$ cat src/rtl/mw_pkg.sv
package mw_pkg;

  typedef enum logic [2:0] {
    ST_IDLE,
    ST_OPC,
    ST_ADDR,
    ST_DATA,
    ST_ARMED,
    ST_READ,
    ST_DONE
  } fr_state_t;

  typedef enum logic [1:0] {
    OP_CTRL  = 2'b00,
    OP_WRITE = 2'b01,
    OP_READ  = 2'b10,
    OP_ERASE = 2'b11
  } opcode_t;

  typedef enum logic [1:0] {
    PG_WRITE,
    PG_ERASE,
    PG_FILL,
    PG_WIPE
  } prog_t;

  localparam logic [1:0] CTL_WEN_SET = 2'b11;
  localparam logic [1:0] CTL_WEN_CLR = 2'b00;
  localparam logic [1:0] CTL_WIPE    = 2'b10;
  localparam logic [1:0] CTL_FILL    = 2'b01;

endpackage

$ cat src/rtl/mw_sync.sv
module mw_sync #(
  parameter int WIDTH  = 3,
  parameter int STAGES = 2
) (
  input  logic             clk,
  input  logic             rst_n,
  input  logic [WIDTH-1:0] async_i,
  output logic [WIDTH-1:0] sync_o
);

  for (genvar gb = 0; gb < WIDTH; gb++) begin : g_bit
    logic [STAGES-1:0] chain_q;
    logic [STAGES-1:0] chain_n;

    if (STAGES > 1) begin : g_multi
      assign chain_n = {chain_q[STAGES-2:0], async_i[gb]};
    end else begin : g_single
      assign chain_n = async_i[gb];
    end

    always_ff @(posedge clk or negedge rst_n) begin
      if (!rst_n) chain_q <= '0;
      else        chain_q <= chain_n;
    end

    assign sync_o[gb] = chain_q[STAGES-1];
  end

endmodule

$ cat src/rtl/mw_cycle_timer.sv
module mw_cycle_timer #(
  parameter int CYCLES = 200
) (
  input  logic clk,
  input  logic rst_n,
  input  logic start_i,
  output logic busy_o
);

  localparam int CW = $clog2(CYCLES + 1);

  logic [CW-1:0] cnt_q;
  logic [CW-1:0] cnt_n;
  logic          cnt_en;

  always_comb begin
    cnt_en = start_i || (cnt_q != '0);
    cnt_n  = start_i ? CW'(CYCLES) : cnt_q - 1'b1;
  end

  always_ff @(posedge clk or negedge rst_n) begin
    if (!rst_n)      cnt_q <= '0;
    else if (cnt_en) cnt_q <= cnt_n;
  end

  assign busy_o = (cnt_q != '0);

endmodule

$ cat src/rtl/mw_eeprom.sv
module mw_eeprom
  import mw_pkg::*;
#(
  parameter int ADDR_W     = 6,
  parameter int DATA_W     = 16,
  parameter int CYCLE_CLKS = 200
) (
  input  logic clk,
  input  logic rst_n,
  input  logic cs_i,
  input  logic sk_i,
  input  logic di_i,
  output logic do_o,
  output logic do_oe_o
);

  localparam int DEPTH = 1 << ADDR_W;
  localparam int MAXF  = (DATA_W > ADDR_W) ? DATA_W : ADDR_W;
  localparam int CNT_W = $clog2(MAXF);

  // reset: asserted asynchronously, released on a clock edge
  logic [1:0] rst_pipe_q;
  logic       rst_core_n;
  always_ff @(posedge clk or negedge rst_n) begin
    if (!rst_n) rst_pipe_q <= '0;
    else        rst_pipe_q <= {rst_pipe_q[0], 1'b1};
  end
  assign rst_core_n = rst_pipe_q[1];

  // pin synchronizer and edge detection
  logic [2:0] pins_s;
  logic       cs_s, sk_s, di_s;
  logic       cs_d_q, sk_d_q;
  logic       cs_fall, sk_rise;

  mw_sync #(.WIDTH(3), .STAGES(2)) u_sync (
    .clk    (clk),
    .rst_n  (rst_core_n),
    .async_i({cs_i, sk_i, di_i}),
    .sync_o (pins_s)
  );

  assign {cs_s, sk_s, di_s} = pins_s;
  assign cs_fall = cs_d_q && !cs_s;
  assign sk_rise = sk_s && !sk_d_q;

  // self-timed store
  logic cyc_start;
  logic busy;

  mw_cycle_timer #(.CYCLES(CYCLE_CLKS)) u_timer (
    .clk    (clk),
    .rst_n  (rst_core_n),
    .start_i(cyc_start),
    .busy_o (busy)
  );

  // frame state
  fr_state_t          st_q, st_n;
  logic [CNT_W-1:0]   cnt_q, cnt_n;
  logic [1:0]         op_q, op_n;
  logic [ADDR_W-1:0]  addr_q, addr_n;
  logic [DATA_W-1:0]  data_q, data_n;
  logic [DATA_W:0]    rd_sr_q, rd_sr_n;
  prog_t              pg_q, pg_n;
  logic               wen_q, wen_n;
  logic [DATA_W-1:0]  mem_rd [DEPTH];

  always_comb begin
    st_n      = st_q;
    cnt_n     = cnt_q;
    op_n      = op_q;
    addr_n    = addr_q;
    data_n    = data_q;
    rd_sr_n   = rd_sr_q;
    pg_n      = pg_q;
    wen_n     = wen_q;
    cyc_start = 1'b0;
    if (!cs_s) begin
      st_n      = ST_IDLE;
      cyc_start = (st_q == ST_ARMED) && cs_fall && wen_q;
    end else if (busy) begin
      st_n = ST_IDLE;
    end else if (sk_rise) begin
      unique case (st_q)
        ST_IDLE: if (di_s) begin
          st_n  = ST_OPC;
          cnt_n = '0;
        end
        ST_OPC: begin
          op_n = {op_q[0], di_s};
          if (cnt_q == CNT_W'(1)) begin
            st_n  = ST_ADDR;
            cnt_n = '0;
          end else begin
            cnt_n = cnt_q + 1'b1;
          end
        end
        ST_ADDR: begin
          addr_n = {addr_q[ADDR_W-2:0], di_s};
          cnt_n  = cnt_q + 1'b1;
          if (cnt_q == CNT_W'(ADDR_W - 1)) begin
            cnt_n = '0;
            unique case (op_q)
              OP_READ: begin
                st_n    = ST_READ;
                rd_sr_n = {1'b0, mem_rd[addr_n]};
              end
              OP_WRITE: begin
                st_n = ST_DATA;
                pg_n = PG_WRITE;
              end
              OP_ERASE: begin
                st_n = ST_ARMED;
                pg_n = PG_ERASE;
              end
              default: begin
                unique case (addr_n[ADDR_W-1 -: 2])
                  CTL_WEN_SET: begin wen_n = 1'b1; st_n = ST_DONE; end
                  CTL_WEN_CLR: begin wen_n = 1'b0; st_n = ST_DONE; end
                  CTL_WIPE:    begin pg_n = PG_WIPE; st_n = ST_ARMED; end
                  default:     begin pg_n = PG_FILL; st_n = ST_DATA; end
                endcase
              end
            endcase
          end
        end
        ST_DATA: begin
          data_n = {data_q[DATA_W-2:0], di_s};
          cnt_n  = cnt_q + 1'b1;
          if (cnt_q == CNT_W'(DATA_W - 1)) st_n = ST_ARMED;
        end
        ST_ARMED: st_n = ST_DONE;
        ST_READ:  rd_sr_n = {rd_sr_q[DATA_W-1:0], 1'b0};
        default:  st_n = st_q;
      endcase
    end
  end

  always_ff @(posedge clk or negedge rst_core_n) begin
    if (!rst_core_n) begin
      st_q    <= ST_IDLE;
      cnt_q   <= '0;
      op_q    <= '0;
      addr_q  <= '0;
      data_q  <= '0;
      rd_sr_q <= '0;
      pg_q    <= PG_WRITE;
      wen_q   <= 1'b0;
      cs_d_q  <= 1'b0;
      sk_d_q  <= 1'b0;
    end else begin
      st_q    <= st_n;
      cnt_q   <= cnt_n;
      op_q    <= op_n;
      addr_q  <= addr_n;
      data_q  <= data_n;
      rd_sr_q <= rd_sr_n;
      pg_q    <= pg_n;
      wen_q   <= wen_n;
      cs_d_q  <= cs_s;
      sk_d_q  <= sk_s;
    end
  end

  // storage array
  logic              pg_all;
  logic [DATA_W-1:0] prog_word;
  assign pg_all    = (pg_q == PG_FILL) || (pg_q == PG_WIPE);
  assign prog_word = ((pg_q == PG_WRITE) || (pg_q == PG_FILL)) ? data_q : '1;

  for (genvar gi = 0; gi < DEPTH; gi++) begin : g_word
    logic [DATA_W-1:0] word_q;
    logic              word_we;
    assign word_we = cyc_start && (pg_all || (addr_q == ADDR_W'(gi)));
    always_ff @(posedge clk or negedge rst_core_n) begin
      if (!rst_core_n)  word_q <= '1;
      else if (word_we) word_q <= prog_word;
    end
    assign mem_rd[gi] = word_q;
  end

  // serial output
  assign do_oe_o = cs_s;
  assign do_o    = busy ? 1'b0 : ((st_q == ST_READ) ? rd_sr_q[DATA_W] : 1'b1);

endmodule

$ cat config.mk
export PLATFORM = sky130hd
export DESIGN_NAME = mw_eeprom
export DESIGN_NICKNAME = d
export VERILOG_FILES = /design/src/rtl/mw_pkg.sv /design/src/rtl/mw_sync.sv /design/src/rtl/mw_cycle_timer.sv /design/src/rtl/mw_eeprom.sv
export SDC_FILE = /design/constraint.sdc
export NUM_CORES = 2
export LEC_CHECK = 0
export ABC_AREA = 1
export BUFFER_PORTS_ARGS = -buffer_cell sky130_fd_sc_hd__buf_2
export CAP_MARGIN = 25
export CORE_MARGIN = 8
export CORE_UTILIZATION = 64
export DETAILED_ROUTE_END_ITERATION = 16
export PLACE_DENSITY = 0.8
export SYNTH_ARGS = -nofsm -noshare
export SYNTH_HDL_FRONTEND = slang
export SYNTH_HIERARCHICAL = 1
export SYNTH_SLANG_ARGS = --single-unit
$ cat constraint.sdc
create_clock -name clk -period 44.1 [get_ports clk]
set_input_delay 8.82 -clock clk [delete_from_list [all_inputs] [get_ports clk]]
set_output_delay 8.82 -clock clk [all_outputs]
set_load 0.05 [all_outputs]
==> impl_table.tex <==
\begin{tabular}{lr}
\hline
Metric & Value \\
\hline
\multicolumn{2}{l}{\textbf{Place}} \\
Number of buffers inserted by port buffering & 6 \\
GP Congestion & 0.982 \\
HPWL Detailed & 84.5 mm \\
\multicolumn{2}{l}{\textbf{Clock tree}} \\
TritonCTS clock tree & yes \\
Clock Tree Buf Depth & 3 \\
Later-pin clock latency in the skew report & 700 ps \\
Clk pin slew, worst setup/hold paths & 60 ps \\
Count of hold buffers inserted by post-cts repair & 0 \\
Inserted Clock Buffers & 111 \\
CTS Sinks & 1093 \\
Clock root cell & sky130\_fd\_sc\_hd\_\_clkbuf\_16 \\
Number of H-tree levels & 3 \\
\# Post-CTS Setup Buffers & 0 \\
Number of instances resized during post-cts repair & 0 \\
\multicolumn{2}{l}{\textbf{Critical path}} \\
Crit path kind & reg2out \\
Startpoint kind of the worst setup timing path & flip-flop \\
Kind of cell adding the most delay to the critical path & buffers and inverters \\
Data arrival time of the critical path & 2340 ps \\
Crit-path cells & inv\_1 -> nand3\_1 -> inv\_1 -> buf\_4 -> a21oi\_1 -> buf\_2 \\
Req. time, crit path & 35280 ps \\
Slowest library cell on the worst path & sky130\_fd\_sc\_hd\_\_dfrtp\_1 \\
Kind of end point of the critical path & output pin \\
Crit path top cell by count & sky130\_fd\_sc\_hd\_\_inv\_1 \\
Highest net fanout along the worst path & 14 \\
CP max stage delay & 400 ps \\
Count of buffering cells on the critical path with inverters included & 4 \\
\multicolumn{2}{l}{\textbf{Routing}} \\
Detailed-routing iteration count for the pre-antenna-repair pass & 9 \\
Antenna violation net count after detailed routing & 0 \\
Routed wire length per instance & 20.2 um \\
Drt initial violations & 4889 \\
Post-DR vias/cell & 5.96 \\
Residual DRC count & 0 \\
DR vias & 42.6k \\
Overall routed net length & 145 mm \\
\multicolumn{2}{l}{\textbf{Die}} \\
Number of placement rows & 104 \\
Total core area & 80400 sq um \\
Die height & 301 um \\
Ports & 7 \\
Die width & 301 um \\
Initial core utilization & 64.5\% \\
Area of the die & 90400 sq um \\
\multicolumn{2}{l}{\textbf{Global route}} \\
Total Routing Usage GR & 31.5\% \\
Final global-route overflow total & 0 \\
Initial antenna violation count & 2 \\
Pin count of the biggest net entering global routing & 190 \\
Vias in the first global route & 40.5k \\
First-pass GRT wire length & 228 mm \\
\multicolumn{2}{l}{\textbf{Flow run}} \\
Max-capacitance violation count & 0 \\
\multicolumn{2}{l}{\textbf{STA}} \\
Fmax achieved & 89.6 MHz \\
Summed negative setup slack over all endpoints & 0 ps \\
Clock period minus final worst setup slack & 11160 ps \\
Relative slew margins & 26.5\% \\
Final hold vios & 0 \\
Endpoints failing setup & 0 \\
Slew at the pin closest to its max-slew limit & 1100 ps \\
Number of pins exceeding their max-slew limit in the final report & 0 \\
Fin crit share & 25.3\% \\
Setup repair after global routing missed its margin & false \\
Clock skew & 33.5 ps \\
\multicolumn{2}{l}{\textbf{Power and ir drop}} \\
Worst vdd rail ir drop & 34.1 uV \\
Cell Pwr Density & 36.2 nW/um\^{}2 \\
Overall power of the completed layout & 0.00205 W \\
Reported leakage power & 21.2 nW \\
\multicolumn{2}{l}{\textbf{Layout}} \\
Fillcell total & 6043 \\
Proportion of layout cells with a drive suffix above 1 & 25.0\% \\
Total inserted antenna cells & 0 \\
Layout Nets & 6016 \\
Area delta synth->final & 9.19\% \\
\multicolumn{2}{l}{\textbf{Yosys}} \\
Number of distinct standard cells referenced by the synthesized netlist & 37 \\
Part of the Yosys area used for sequential elements & 55.2\% \\
Area fraction of the dominant cell type after synthesis & 51.9\% \\
Most frequently used flop master after synthesis & sky130\_fd\_sc\_hd\_\_dfstp\_2 \\
Total nets after synthesis & 6286 \\
Count of flip-flops with a built-in enable after synthesis & 0 \\
FFs w/ async S/R, synth & 100\% \\
Cell type contributing the most total cell area after synthesis & sky130\_fd\_sc\_hd\_\_dfstp\_2 \\
Cell types occupying the most area after synthesis & sky130\_fd\_sc\_hd\_\_dfstp\_2 (52\%), sky130\_fd\_sc\_hd\_\_nand2\_1 (12\%), sky130\_fd\_sc\_hd\_\_o21ai\_0 (8.0\%) \\
Count of synthesis-stage warnings from yosys & 6 \\
Area of the mapped netlist & 51900 sq um \\
Mean Syn Cell Area & 8.28 sq um \\
Number of synthesized register bits & 1093 \\
Gate count after technology mapping & 6269 \\
\multicolumn{2}{l}{\textbf{Hold path}} \\
Path type of the worst min-delay path & reg2reg \\
\multicolumn{2}{l}{\textbf{Run status}} \\
Outcome & completed \\
\hline
\end{tabular}
power by group:
group          internal [W]  leakage [nW]  switching (W)
registers           0.00101          11.5     0.00000291
clock network      0.000563          1.87       0.000400
logic             0.0000189          7.81      0.0000568
total               0.00159          21.2       0.000459
cells in the mapped netlist, types with 18 or more instances:
cell type,count
sky130_fd_sc_hd__a21oi_1,40
sky130_fd_sc_hd__buf_1,18
sky130_fd_sc_hd__buf_2,156
sky130_fd_sc_hd__clkbuf_1,310
sky130_fd_sc_hd__dfrtp_1,69
sky130_fd_sc_hd__dfstp_2,1024
sky130_fd_sc_hd__inv_1,377
sky130_fd_sc_hd__nand2_1,1684
sky130_fd_sc_hd__nand3_1,237
sky130_fd_sc_hd__nand4_1,31
sky130_fd_sc_hd__nor2_1,501
sky130_fd_sc_hd__o211ai_1,124
sky130_fd_sc_hd__o21a_1,55
sky130_fd_sc_hd__o21ai_0,827
sky130_fd_sc_hd__o21ai_1,587
sky130_fd_sc_hd__or2_2,130
layout make-up:
| class | count | area, sq um | area share (%) |
|---|---|---|---|
| well taps | 1060 | 1330 | 2.34 |
| multi-input cells | 4286 | 19800 | 34.9 |
| inverters | 390 | 1470 | 2.60 |
| repair buffers | 117 | 1690 | 2.98 |
| clock inverters | 38 | 427 | 0.753 |
| clock buffers | 169 | 3340 | 5.89 |
| flip-flops and latches | 1093 | 28600 | 50.5 |
sequential cells by signal, indices dropped and copies added, names as in the netlist, 3 cells and up:
register	count
st_q	3
rd_sr_q	17
u_sync/g_bit.chain_q	6
addr_q	6
u_timer/cnt_q	8
data_q	16
cnt_q	4
g_word.word_q	1024
layer usage:
layer	GRT usage, %	vias up	routed length [um]	part of all wire, %
met1	43.6	20648	59200	41
met4	14.2	0	7400	5.1
li1	-	19783	-	-
met3	6.58	378	13100	9.1
met5	0	-	0	0
met2	48.1	1836	64900	45
worst paths after layout:
check                      depth (start not counted)  slack [ps]                  startpoint                    to
setup / recovery                                   6       32940                     st_q[1]                  do_o
hold reg to reg                                    0         350               rst_pipe_q[0]         rst_pipe_q[1]
setup reg to reg                                  12       39340  u_sync/g_bit[0].chain_q[1]           rd_sr_q[15]
min in group asynchronous                          0         780               rst_pipe_q[1]  g_word[61].word_q[2]
max in group asynchronous                          1       36100                       rst_n         rst_pipe_q[1]
hold / removal                                     0         350               rst_pipe_q[0]         rst_pipe_q[1]
per-stage QoR:
| step | hold WS, ps | std cells | area [sq um] | util, % | worst slack (ps) |
|---|---|---|---|---|---|
| 2_1_floorplan | 331 | 6269 | 51900 | - | 13170 |
| 3_3_place_gp | 333 | 6901 | 51800 | 64.4 | 33680 |
| 3_5_place_dp | 335 | 6927 | 52400 | 65.2 | 33700 |
| 4_1_cts | 349 | 7134 | 56200 | 69.8 | 32950 |
| 5_1_grt | 358 | 7153 | 56700 | 70.5 | 32800 |
| 6_report | 347 | 7153 | 56700 | 70.5 | 32940 |
cells in the final DEF, fill, tap and decap left out, types with 7 or more instances in the layout:
| master | count |
|---|---|
| sky130_fd_sc_hd__nand2_1 | 1683 |
| sky130_fd_sc_hd__dfstp_2 | 1024 |
| sky130_fd_sc_hd__o21ai_0 | 827 |
| sky130_fd_sc_hd__o21ai_1 | 587 |
| sky130_fd_sc_hd__nor2_1 | 485 |
| sky130_fd_sc_hd__inv_1 | 377 |
| sky130_fd_sc_hd__nand3_1 | 237 |
| sky130_fd_sc_hd__or2_2 | 130 |
| sky130_fd_sc_hd__o211ai_1 | 124 |
| sky130_fd_sc_hd__clkbuf_16 | 113 |
| sky130_fd_sc_hd__dfrtp_1 | 67 |
| sky130_fd_sc_hd__buf_4 | 63 |
| sky130_fd_sc_hd__o21a_1 | 55 |
| sky130_fd_sc_hd__a21oi_1 | 40 |
| sky130_fd_sc_hd__buf_16 | 36 |
| sky130_fd_sc_hd__nand4_1 | 31 |
| sky130_fd_sc_hd__clkbuf_8 | 30 |
| sky130_fd_sc_hd__clkbuf_1 | 26 |
| sky130_fd_sc_hd__clkinv_2 | 23 |
| sky130_fd_sc_hd__nor2_4 | 21 |
| sky130_fd_sc_hd__mux2_2 | 13 |
| sky130_fd_sc_hd__nand2_2 | 12 |
| sky130_fd_sc_hd__ha_1 | 12 |
| sky130_fd_sc_hd__inv_2 | 11 |
| sky130_fd_sc_hd__buf_8 | 9 |
| sky130_fd_sc_hd__bufinv_16 | 7 |
logic make-up after synthesis:
kind of cell,Yosys count,share of synthesized area [%]
and+or+nand+nor,2615,20.5
xor gates and xnor gates,1,0.0169
DFF,1093,55.2
AOI/OAI and AO/OA,1644,16.8
other,1,0.00723
buffers and inverters,890,6.98
muxes,13,0.282
adders and majority gates,12,0.289
(Power assumes the default switching activity.)
